[config.mk]
export PLATFORM = sky130hd
export DESIGN_NAME = ce_tally
export DESIGN_NICKNAME = d
export VERILOG_FILES = /design/src/rtl/ce_tally_pkg.sv /design/src/rtl/ce_unpack.sv /design/src/rtl/ce_delta.sv /design/src/rtl/ce_satadd.sv /design/src/rtl/ce_lane.sv /design/src/rtl/ce_tally.sv
export SDC_FILE = /design/constraint.sdc
export NUM_CORES = 1
export LEC_CHECK = 0
export ABC_CLOCK_PERIOD_IN_PS = 8500
export BUFFER_PORTS_ARGS = -buffer_cell sky130_fd_sc_hd__buf_4
export CORE_UTILIZATION = 32
export DETAILED_ROUTE_END_ITERATION = 8
export GPL_TIMING_DRIVEN = 0
export SYNTH_ARGS = -nofsm -noshare
export SYNTH_HDL_FRONTEND = slang
export SYNTH_SLANG_ARGS = --single-unit
export TNS_END_PERCENT = 5
[constraint.sdc]
create_clock -name clk -period 8.5 [get_ports clk]
set_input_delay 1.7 -clock clk [delete_from_list [all_inputs] [get_ports clk]]
set_output_delay 1.7 -clock clk [all_outputs]
set_load 0.03 [all_outputs]
[src/rtl/ce_tally_pkg.sv]
package ce_tally_pkg;
  parameter int unsigned CNT_W    = 15;   // raw per-DIMM counter width
  parameter int unsigned TOT_W    = 32;   // accumulated total width
  parameter int unsigned N_DIMM   = 3;    // DIMMs per channel
  parameter int unsigned WORD_W   = 32;   // raw status word width
  parameter int unsigned SLOT_W   = 16;   // spacing of fields inside a word
  localparam int unsigned PER_WORD = WORD_W / SLOT_W;
  localparam int unsigned N_WORDS  = (N_DIMM + PER_WORD - 1) / PER_WORD;
endpackage

[src/rtl/ce_unpack.sv]
module ce_unpack
  import ce_tally_pkg::*;
#(
  parameter int unsigned P_DIMM  = N_DIMM,
  parameter int unsigned P_CNT_W = CNT_W,
  localparam int unsigned L_WORDS = (P_DIMM + PER_WORD - 1) / PER_WORD
) (
  input  logic [L_WORDS*WORD_W-1:0] raw_i,
  output logic [P_DIMM*P_CNT_W-1:0] fld_o
);
  logic [L_WORDS*WORD_W-1:0] used_mask;
  logic                      spare_unused;

  // Field n sits in word n/PER_WORD at slot n%PER_WORD.
  for (genvar n = 0; n < P_DIMM; n++) begin : g_fld
    localparam int unsigned BASE = (n / PER_WORD) * WORD_W + (n % PER_WORD) * SLOT_W;
    assign fld_o[n*P_CNT_W +: P_CNT_W]   = raw_i[BASE +: P_CNT_W];
    assign used_mask[BASE +: P_CNT_W]    = {P_CNT_W{1'b1}};
  end

  // Mark the remaining bits of the mask as clear.
  for (genvar b = 0; b < L_WORDS * WORD_W; b++) begin : g_gap
    localparam int unsigned SL = (b % WORD_W) / SLOT_W;
    localparam int unsigned IX = (b / WORD_W) * PER_WORD + SL;
    localparam int unsigned OF = (b % WORD_W) % SLOT_W;
    if (!(IX < P_DIMM && OF < P_CNT_W)) begin : g_z
      assign used_mask[b] = 1'b0;
    end
  end

  assign spare_unused = ^(raw_i & ~used_mask);
endmodule

[src/rtl/ce_delta.sv]
module ce_delta #(
  parameter int unsigned P_CNT_W = 15
) (
  input  logic [P_CNT_W-1:0] cur_i,
  input  logic [P_CNT_W-1:0] prev_i,
  output logic [P_CNT_W-1:0] delta_o
);
  logic [P_CNT_W:0] ext;

  always_comb begin
    if (cur_i >= prev_i) begin
      ext = {1'b0, cur_i} - {1'b0, prev_i};
    end else begin
      // Counter wrapped: add one full counter range back in.
      ext = {1'b1, cur_i} - {1'b0, prev_i};
    end
    delta_o = ext[P_CNT_W-1:0];
  end
endmodule

[src/rtl/ce_satadd.sv]
module ce_satadd #(
  parameter int unsigned P_TOT_W = 32,
  parameter int unsigned P_CNT_W = 15
) (
  input  logic [P_TOT_W-1:0] acc_i,
  input  logic [P_CNT_W-1:0] inc_i,
  output logic [P_TOT_W-1:0] sum_o
);
  localparam int unsigned PAD = P_TOT_W - P_CNT_W;
  logic [P_TOT_W:0] wide;

  always_comb begin
    wide = {1'b0, acc_i} + {1'b0, {PAD{1'b0}}, inc_i};
    if (wide[P_TOT_W]) begin
      sum_o = {P_TOT_W{1'b1}};
    end else begin
      sum_o = wide[P_TOT_W-1:0];
    end
  end
endmodule

[src/rtl/ce_lane.sv]
module ce_lane #(
  parameter int unsigned P_TOT_W = 32,
  parameter int unsigned P_CNT_W = 15
) (
  input  logic               clk,
  input  logic               rst_n,
  input  logic               clr_i,
  input  logic               take_base_i,  // first poll: baseline only
  input  logic               take_acc_i,   // later poll: accumulate
  input  logic [P_CNT_W-1:0] fld_i,
  output logic [P_TOT_W-1:0] total_o
);
  logic [P_CNT_W-1:0] base_q, base_d;
  logic [P_TOT_W-1:0] tot_q,  tot_d;
  logic [P_CNT_W-1:0] step;
  logic [P_TOT_W-1:0] tot_inc;
  logic               base_en, tot_en;

  ce_delta #(.P_CNT_W(P_CNT_W)) u_delta (
    .cur_i   (fld_i),
    .prev_i  (base_q),
    .delta_o (step)
  );

  ce_satadd #(.P_TOT_W(P_TOT_W), .P_CNT_W(P_CNT_W)) u_add (
    .acc_i (tot_q),
    .inc_i (step),
    .sum_o (tot_inc)
  );

  always_comb begin
    base_en = clr_i | take_base_i | take_acc_i;
    tot_en  = clr_i | take_acc_i;
    base_d  = clr_i ? '0 : fld_i;
    tot_d   = clr_i ? '0 : tot_inc;
  end

  always_ff @(posedge clk or negedge rst_n) begin
    if (!rst_n) begin
      base_q <= '0;
    end else if (base_en) begin
      base_q <= base_d;
    end
  end

  always_ff @(posedge clk or negedge rst_n) begin
    if (!rst_n) begin
      tot_q <= '0;
    end else if (tot_en) begin
      tot_q <= tot_d;
    end
  end

  assign total_o = tot_q;
endmodule

[src/rtl/ce_tally.sv]
module ce_tally
  import ce_tally_pkg::*;
#(
  parameter int unsigned P_DIMM  = N_DIMM,
  parameter int unsigned P_CNT_W = CNT_W,
  parameter int unsigned P_TOT_W = TOT_W,
  localparam int unsigned L_WORDS = (P_DIMM + PER_WORD - 1) / PER_WORD
) (
  input  logic                      clk,
  input  logic                      rst_n,
  input  logic                      clr_i,
  input  logic                      poll_i,
  input  logic [L_WORDS*WORD_W-1:0] raw_i,
  output logic [P_DIMM*P_TOT_W-1:0] total_o,
  output logic                      avail_o
);
  logic [P_DIMM*P_CNT_W-1:0] fld;
  logic                      avail_q, avail_d, avail_en;
  logic                      first_poll, later_poll;

  ce_unpack #(.P_DIMM(P_DIMM), .P_CNT_W(P_CNT_W)) u_unpack (
    .raw_i (raw_i),
    .fld_o (fld)
  );

  always_comb begin
    first_poll = poll_i & ~clr_i & ~avail_q;
    later_poll = poll_i & ~clr_i &  avail_q;
    avail_en   = clr_i | first_poll;
    avail_d    = ~clr_i;
  end

  always_ff @(posedge clk or negedge rst_n) begin
    if (!rst_n) begin
      avail_q <= 1'b0;
    end else if (avail_en) begin
      avail_q <= avail_d;
    end
  end

  for (genvar n = 0; n < P_DIMM; n++) begin : g_lane
    ce_lane #(.P_TOT_W(P_TOT_W), .P_CNT_W(P_CNT_W)) u_lane (
      .clk         (clk),
      .rst_n       (rst_n),
      .clr_i       (clr_i),
      .take_base_i (first_poll),
      .take_acc_i  (later_poll),
      .fld_i       (fld[n*P_CNT_W +: P_CNT_W]),
      .total_o     (total_o[n*P_TOT_W +: P_TOT_W])
    );
  end

  assign avail_o = avail_q;
endmodule

**Yosys cells after proc, flatten, opt, wreduce, memory -nomap -nowiden**

Index checks and enable logic that the tools add are counted.

- Input bits: 68
- RAM bits: 0
- Bits in latches: 0
- Output and inout bits: 97
- Logic and storage cells: 39
- Bits in registers: 142
- Memories: 0
- Memory bits (read-only): 0

- Shifts and indexed selects: 0
- Add/sub/neg operators: 9
- Multiply operators: 0
- Div/mod/pow operators: 0
- Order comparisons: 3
- Equal/unequal tests: 0
- Reduce and logical (&&, ||, !) cells: 0
- Bitwise logic cells: 8
- Muxes and demuxes: 12

Operators with widths:

| cell | count |
|---|---|
| 2-to-1 mux 32 bit | 6 |
| adder 32 x 15 -> 33 bit | 3 |
| 2-to-1 mux 15 bit | 6 |
| subtractor 15 bit | 6 |
| greater-or-equal comparator 15 bit | 3 |
| AND 1 bit | 3 |
| OR 1 bit | 3 |
| inverter 1 bit | 2 |

**Longest topological paths before layout**

Gate-level depths: netlist of the first run.

- Word-level depth: 5
- Gate-level depth with buffers: 19
- Depth with buffers taken out: 18

**Modules after synthesis**

From an unflattened synthesis of the first run, not the netlist that was laid out.

- Cells, all modules: 1,506
- Area total of the unflattened synthesis: 13,091.3 µm²

Modules (own cells, without submodules):

| module | cells an instance | sequential area each (µm²) | instances | area each (µm²) |
|---|---|---|---|---|
| ce_lane | 170 | 1,176.1 | 3 | 2,019.4 |
| ce_delta at g_lane[0].u_lane.u_delta ... | 112 | 0.0 | 2 | 822.0 |
| ce_satadd at g_lane[1].u_lane.u_add | 212 | 0.0 | 1 | 1,450.1 |
| ce_satadd at g_lane[2].u_lane.u_add | 203 | 0.0 | 1 | 1,433.9 |
| ce_satadd at g_lane[0].u_lane.u_add | 196 | 0.0 | 1 | 1,287.5 |
| ce_delta at g_lane[1].u_lane.u_delta | 112 | 0.0 | 1 | 823.3 |
| ce_unpack | 45 | 0.0 | 1 | 337.8 |
| ce_tally | 4 | 25.0 | 1 | 56.3 |

**Worst setup path after synthesis of the first run**

No wires, ideal clock.

- Kind: in2reg
- Start: input port raw_i[33]
- End: register g_lane[2].u_lane.tot_q[26]
- Setup time: 0.111 ns
- Cell stages on the path: 16
- Buffers on the path: 0
- Slack: 3.022 ns
- Arrival time: 5.366 ns
- Data required time: 8.389 ns
- Path through: ha_1 > nor2b_1 > o31a_1 > o211ai_1 > a21oi_1 > a2111oi_0 > nor2_1 > o311ai_1 > ha_1 > and4_1 > a221oi_1 > o21ai_0 > a31oi_2 > o21ai_0 > nor2b_2 > a2111oi_2

- Cells in the longest elaborated chain, start to end: 5
- Elaborated cells between the ends (all ways): 7
- Classes of those cells: 3 x add/sub; 1 x order compare; 3 x mux

RTL lines:

| what | RTL line | source |
|---|---|---|
| start: declaration | ce_tally.sv:13 | `input logic [L_WORDS*WORD_W-1:0] raw_i,` |
| subtractor 15 bit or greater-or-equal comparator 15 bit (tied branches) | ce_delta.sv:12, ce_delta.sv:15, ce_delta.sv:11 |  |
| 2-to-1 mux 15 bit * | ce_delta.sv:11 | `if (cur_i >= prev_i) begin` |
| adder 32 x 15 -> 33 bit * | ce_satadd.sv:13 | `wide = {1'b0, acc_i} + {1'b0, {PAD{1'b0}}, inc_i};` |
| 2-to-1 mux 32 bit * | ce_satadd.sv:14 | `if (wide[P_TOT_W]) begin` |
| 2-to-1 mux 32 bit * | ce_lane.sv:35 | `tot_d = clr_i ? '0 : tot_inc;` |
| end signal: assignment | ce_lane.sv:50 | `tot_q <= tot_d;` |
| end: declaration | ce_lane.sv:14 | `logic [P_TOT_W-1:0] tot_q, tot_d;` |

Mark *: on every way between the ends. The rest lies on a longest branch, timed or not.
A chain may end at the register's enable or synchronous reset.

**Final worst setup path of the first run**

Ends and elaborated chain as after synthesis.

==> results of run 1 <==
## path summary, 6_finish.rpt
path                                            start                      endpoint  depth (start not counted)  slack (ns)
min in group asynchronous                       rst_n    g_lane[2].u_lane.base_q[9]                          1        1.23
max in group asynchronous                       rst_n  g_lane[0].u_lane.total_o[13]                          2        6.42
setup reg to reg           g_lane[2].u_lane.base_q[1]  g_lane[2].u_lane.total_o[26]                         17        3.45
hold reg to reg            g_lane[1].u_lane.base_q[7]    g_lane[1].u_lane.base_q[7]                          2        0.52
setup / recovery                            raw_i[33]  g_lane[2].u_lane.total_o[26]                         17        2.50
hold / removal             g_lane[1].u_lane.base_q[7]    g_lane[1].u_lane.base_q[7]                          2        0.52
## power by group
group          internal (mW)  switching [mW]  total, mW
Combinational          0.281           0.418      0.699
Clock                  0.541           0.315      0.856
Sequential             0.704          0.0263      0.731
## logic make-up after synthesis
logic type,Yosys count,synth area share
and+or+nand+nor,382,0.1759
muxes,45,0.04225
xor gates and xnor gates,69,0.05668
buffers and inverters,118,0.04319
DFF,142,0.3333
adders and majority gates,96,0.1169
AOI/OAI and AO/OA,377,0.2318
## per-stage QoR
step	total power, mW	std cells
finish	2.286	1847
global route	2.416	1847
floorplan	1.249	1229
CTS	2.304	1847
detailed placement	1.440	1816
global placement	1.426	1815
## cell type report
type	count	area, um2	share of cell area
Multi-Input combinational cell	969	6648	0.5121
Sequential cell	142	3553	0.2737
Timing Repair Buffer	145	1112	0.08569
Tap cell	442	553.0	0.04260
Clock buffer	20	466.7	0.03595
Inverter	72	270.3	0.02082
Buffer	46	190.2	0.01465
Clock inverter	11	187.7	0.01446
## registers in the layout, summed over array words and instances (netlist names)
signal	count
g_lane.u_lane.base_q	45
avail_o	1
g_lane.u_lane.total_o	96
## worst max-delay path: stages
cell	delay, ns
sky130_fd_sc_hd__buf_4	0.12
sky130_fd_sc_hd__ha_1	0.29
sky130_fd_sc_hd__nor2b_1	0.14
sky130_fd_sc_hd__o31a_1	0.27
sky130_fd_sc_hd__o211ai_1	0.22
sky130_fd_sc_hd__a21oi_1	0.12
sky130_fd_sc_hd__a2111oi_0	0.52
sky130_fd_sc_hd__nor2_1	0.14
sky130_fd_sc_hd__o311ai_1	0.58
sky130_fd_sc_hd__ha_1	0.38
sky130_fd_sc_hd__and4_1	0.21
sky130_fd_sc_hd__a221oi_1	0.23
sky130_fd_sc_hd__o21ai_0	0.14
sky130_fd_sc_hd__a31oi_2	0.39
sky130_fd_sc_hd__o21ai_0	0.28
sky130_fd_sc_hd__nor2b_2	0.26
sky130_fd_sc_hd__a2111oi_2	0.32
## cells in the mapped netlist, types with 7 or more instances
library cell	count	area (um2)
sky130_fd_sc_hd__dfrtp_1	142	3553
sky130_fd_sc_hd__nand4_1	7	43.79
sky130_fd_sc_hd__buf_2	8	40.04
sky130_fd_sc_hd__a31oi_1	50	312.8
sky130_fd_sc_hd__a311oi_1	20	175.2
sky130_fd_sc_hd__ha_1	90	1126
sky130_fd_sc_hd__clkbuf_1	33	123.9
sky130_fd_sc_hd__a21o_1	16	120.1
sky130_fd_sc_hd__nor3_1	44	220.2
sky130_fd_sc_hd__or3_1	14	87.58
sky130_fd_sc_hd__xnor2_1	39	341.6
sky130_fd_sc_hd__o21bai_1	7	52.55
sky130_fd_sc_hd__o21a_1	13	97.59
sky130_fd_sc_hd__a211oi_1	17	127.6
sky130_fd_sc_hd__nor2_1	135	506.7
sky130_fd_sc_hd__nor4_1	8	50.05
sky130_fd_sc_hd__mux2i_1	45	450.4
sky130_fd_sc_hd__nand2_1	60	225.2
sky130_fd_sc_hd__nor2b_1	14	87.58
sky130_fd_sc_hd__inv_1	71	266.5
sky130_fd_sc_hd__o211ai_1	13	97.59
sky130_fd_sc_hd__o21ai_0	89	445.4
sky130_fd_sc_hd__and2_1	11	68.82
sky130_fd_sc_hd__and4_1	7	61.31
sky130_fd_sc_hd__nand3_1	35	175.2
sky130_fd_sc_hd__and3_1	21	131.4
sky130_fd_sc_hd__a21oi_1	85	425.4
sky130_fd_sc_hd__xor2_1	30	262.8
## layer usage
metal / share of wire / vias to the layer above / GRT usage / wire (um)
li1: - / 4862 / - / -
met1: 0.46 / 4709 / 0.2508 / 14710
met2: 0.46 / 257 / 0.3066 / 14690
met3: 0.056 / 32 / 0.03991 / 1779
met4: 0.018 / 0 / 0.05533 / 581
met5: 0 / - / 0 / 0
==> results.py, run 1 <==
metrics = {
    "clock_tree": {
        "clock_tree_from_tritoncts": "done",
        "clkTransAtPathRegs_ns": 0.06,
        "ctsHtreeMaxLevel": 4,
        "cts_buffers": 17,
        "post_cts.repair.setup_buffers": 0,
        "cts_hold_buf": 0,
        "tritoncts_num_sinks": 142,
        "insertion_delay_ns": 0.44,
        "cts_root_buf": "sky130_fd_sc_hd__clkbuf_16",
        "post_cts.resized_instances": 0,
        "ctsLongestPathBuffers": 2,
    },
    "setup_path": {
        "crit_path_max_fanout": 6,
        "setup_crit_path_kind": "primary input to flop",
        "worstPathArrival_ns": 6.32,
        "worstSetupEndpointType": "flop",
        "cp.required_ns": 8.82,
        "critPathLaunchType": "primary input",
    },
    "synthesis": {
        "number_of_synthesized_register_bits": 142,
        "synthDistinctLibCells": 73,
        "yosys_warnings": 0,
        "synth_edf_count": 0,
        "synth_flop_cell": "sky130_fd_sc_hd__dfrtp_1",
        "synthArstFlopShare": 1.000,
        "synthesis.nets": 1393,
        "syn-cell-area_um2": 10660,
        "cell_count_after_synthesis": 1229,
        "synth_sequential_area_ratio": 0.3333,
        "syn_avg_cell_area_um2": 8.675,
    },
    "finish": {
        "areaGrowthSynthToFinish_pct": 21.76,
        "num-fill-cells": 3341,
        "postLayoutCoreUtil": 0.3980,
        "num-nets-final": 1557,
        "layout.cells.most_common": "sky130_fd_sc_hd__buf_4",
        "proportion_of_layout_cells_with_a_drive_suffix_above_1": 0.1459,
        "postLayoutCellArea_um2": 12980,
        "most-common-layout-cells": "143 x sky130_fd_sc_hd__buf_4, 142 x sky130_fd_sc_hd__dfrtp_1, 135 x sky130_fd_sc_hd__nor2_1",
        "total_inserted_antenna_cells": 0,
    },
    "floorplanning": {
        "num_io_pins": 165,
        "coreArea_um2": 32620,
        "floorplan.rows": 66,
        "initial_core_util": 0.3269,
        "dieWidth_um": 184.5,
        "die_height_um": 184.5,
        "design.die.area_um2": 34050,
    },
    "drt": {
        "router_iterations_before_antenna_repair": 5,
        "ant_nets": 0,
        "routedWlPerCell_um": 17.20,
        "drtIter0Drc": 607,
        "drt-vias-per-instance": 5.338,
        "vias": 9860,
        "detailed_route_drc_error_count": 0,
        "wirelength_mm": 31.76,
    },
    "sta": {
        "postLayoutSetupSlackWorst_ns": 2.496,
        "min_period_over_period": 0.7064,
        "tightestPinTransition_ns": 0.9622,
        "slew_violations": 0,
        "worst_hold_slack_ns": 0.5189,
        "max_clock_freq_mhz": 166.5,
        "final-hold-violation-count": 0,
        "rsz0062_at_grt": "no",
        "min_period_ns": 6.004,
        "slew_headroom": 0.3586,
        "setup_viol_count_final": 0,
        "setup-tns-final_ns": 0,
        "finalClockSkew_ns": 0.01678,
    },
    "job": {
        "maxCapViolations": 0,
    },
    "power": {
        "pwr_density_cell_nw_per_um2": 176.1,
        "vdd.ir_drop.worst_uv": 154.9,
        "cellLeakagePower_nw": 5.867,
    },
    "global_routing": {
        "grt_overflow": 0,
        "grt_util_all_layers": 0.1889,
        "grt_max_degree": 81,
        "antenna_found_initial": 0,
        "grt_pass1_vias": 9511,
        "grt_first_pass_wirelength_mm": 50.24,
    },
    "placement": {
        "dpl.hpwl_mm": 24.22,
        "place_ws_ns": 2.041,
        "gpl.final_weighted_congestion": 0.8922,
        "io_buf_count": 144,
        "placement.cell_area_um2": 12330,
    },
    "run_status": {
        "outcome": "completed",
    },
    "worst_hold_path": {
        "hold_path_class": "flop to flop",
    },
}
No activity file was read; power rests on OpenSTA's default activity.
==> run 2, diff against run 1 <==
ABC_CLOCK_PERIOD_IN_PS = 5800   (was 8500)
clock period = 5.8 ns   (was 8.5 ns; I/O delays follow)
==> results.py, run 2 (same netlist as run 1, synthesis figures left out) <==
metrics = {
    "run_status": {
        "outcome": "completed",
    },
    "placement": {
        "place.detailed.instances": 1816,
        "io_buf_count": 144,
        "gpl.final_weighted_congestion": 0.8922,
        "dpl.hpwl_mm": 24.22,
    },
    "setup_path": {
        "crit_path_max_fanout": 6,
        "worst_path_largest_cell_delay_ns": 0.51,
        "crit_slowest_cell": "sky130_fd_sc_hd__a2111oi_0",
        "r2r_cells": 17,
        "critPathLaunchType": "primary input",
        "cp.required_ns": 6.12,
        "timing.critical_path.cells": "buf_4 > ha_1 > nor2b_1 > o31a_1 > o211ai_1 > a21oi_1 > a2111oi_0 > nor2_1 > o311ai_2 > ha_1 > and4_1 > a221oi_1 > o21ai_0 > a31oi_2 > o21ai_0 > nor2b_2 > a2111oi_2",
        "worstPathArrival_ns": 5.63,
        "setup_crit_path_kind": "primary input to flop",
        "worstSetupEndpointType": "flop",
    },
    "floorplanning": {
        "design.die.area_um2": 34050,
        "num_io_pins": 165,
        "die_height_um": 184.5,
        "coreArea_um2": 32620,
        "dieWidth_um": 184.5,
        "initial_core_util": 0.3269,
        "floorplan.rows": 66,
    },
    "sta": {
        "min_period_ns": 5.312,
        "max_clock_freq_mhz": 188.3,
        "slew_violations": 0,
        "setup_viol_count_final": 0,
        "tightestPinTransition_ns": 0.9511,
        "setup-tns-final_ns": 0,
        "slew_headroom": 0.3659,
        "rsz0062_at_grt": "no",
        "worst_hold_slack_ns": 0.5189,
        "min_period_over_period": 0.9158,
        "finalClockSkew_ns": 0.01703,
        "final-hold-violation-count": 0,
    },
    "power": {
        "design_power_total_mw": 3.350,
        "share_comb_of_total_power": 0.307,
        "power.switching_fraction": 0.3316,
        "seq_power_share": 0.320,
        "netSwitchingPower_mw": 1.111,
        "cellLeakagePower_nw": 5.868,
        "total_internal_power_mw": 2.239,
        "vdd.ir_drop.worst_uv": 226.1,
        "power.share.clock": 0.373,
        "pwr_density_cell_nw_per_um2": 257.9,
    },
    "drt": {
        "ant_nets": 0,
        "router_iterations_before_antenna_repair": 5,
        "drt-vias-per-instance": 5.355,
        "vias": 9891,
        "wirelength_mm": 31.75,
        "drtIter0Drc": 596,
        "detailed_route_drc_error_count": 0,
        "routedWlPerCell_um": 17.19,
    },
    "global_routing": {
        "grt_overflow": 0,
        "grt_first_pass_wirelength_mm": 50.24,
        "grt_pass1_vias": 9511,
        "grt_util_all_layers": 0.1889,
        "grt_max_degree": 81,
        "antenna_found_initial": 0,
    },
    "finish": {
        "finalNonFillerCells": 1847,
        "num-nets-final": 1557,
        "proportion_of_layout_cells_with_a_drive_suffix_above_1": 0.1466,
        "largest_register_ffs": 96,
        "areaGrowthSynthToFinish_pct": 21.83,
        "total_inserted_antenna_cells": 0,
        "layout.cells.most_common": "sky130_fd_sc_hd__buf_4",
        "postLayoutCoreUtil": 0.3982,
        "most-common-layout-cells": "143 x sky130_fd_sc_hd__buf_4, 142 x sky130_fd_sc_hd__dfrtp_1, 135 x sky130_fd_sc_hd__nor2_1",
    },
    "clock_tree": {
        "ctsHtreeMaxLevel": 4,
        "ctsLongestPathBuffers": 2,
        "cts_buffers": 17,
        "insertion_delay_ns": 0.44,
        "cts_hold_buf": 0,
        "clkTransAtPathRegs_ns": 0.06,
        "cts_root_buf": "sky130_fd_sc_hd__clkbuf_16",
        "clock_tree_from_tritoncts": "done",
        "tritoncts_num_sinks": 142,
    },
    "job": {
        "maxCapViolations": 0,
    },
    "worst_hold_path": {
        "hold_path_class": "flop to flop",
        "holdPathStages": 2,
    },
}
[run 2: cell counts in the layout (fill, tap and decap cells not counted)]
Identical to the previous run, type by type.
[run 2: critical path: cells and delay by family]
family	cells	cell delay, ns
adders and majority gates	2	0.64
buffers and inverters	1	0.12
and+or+nand+nor	4	0.78
AOI/OAI and AO/OA	10	2.92
[run 2: metal layers]
metal  share of wire  track usage  routed length, um  up-vias
li1                -            -                  -     4864
met1            0.47       0.2508              14790     4718
met2            0.46       0.3066              14590      269
met3           0.055      0.03991               1758       40
met4           0.019      0.05533                610        0
met5               0            0                  0        -
[run 2: power by group through the flow]
stage / combinational, mW / clock [mW] / sequential (mW)
floorplan: 0.705 / 0 / 1.13
global placement: 1.00 / 0 / 1.09
detailed placement: 1.02 / 0 / 1.09
CTS: 1.03 / 1.28 / 1.07
global route: 1.15 / 1.32 / 1.08
finish: 1.03 / 1.25 / 1.07
[run 2: repair_timing]
action	CTS	global route
resized for setup	0	1
setup endpoints to repair	0	1
buffers inserted	0	0
[run 2: final cells by class]
class / count / area, um2
Clock inverter: 11 / 187.7
Fill cell: 3343 / 19630
Multi-Input combinational cell: 969 / 6655
Sequential cell: 142 / 3553
Tap cell: 442 / 553.0
Buffer: 46 / 190.2
Inverter: 72 / 270.3
Clock buffer: 20 / 466.7
Timing Repair Buffer: 145 / 1112
[run 2: final timing paths]
check | from | end | slack [ns]
worst min-delay path | g_lane[1].u_lane.base_q[7] | g_lane[1].u_lane.base_q[7] | 0.52
max in group asynchronous | rst_n | g_lane[0].u_lane.total_o[13] | 4.25
min in group asynchronous | rst_n | g_lane[2].u_lane.base_q[9] | 0.70
worst max-delay path | raw_i[33] | g_lane[2].u_lane.total_o[26] | 0.49
worst min register to register | g_lane[1].u_lane.base_q[7] | g_lane[1].u_lane.base_q[7] | 0.52
worst max register to register | g_lane[2].u_lane.base_q[1] | g_lane[2].u_lane.total_o[26] | 0.91
[run 2: stage by stage]
| stage | cell area (um2) | worst slack (ns) |
|---|---|---|
| after CTS | 12980 | 0.3193 |
| after floorplan | 10660 | 0.8622 |
| final | 12990 | 0.4883 |
| after global placement | 12300 | -0.04601 |
| after global routing | 12990 | 0.1075 |
| after detailed placement | 12330 | -0.1187 |
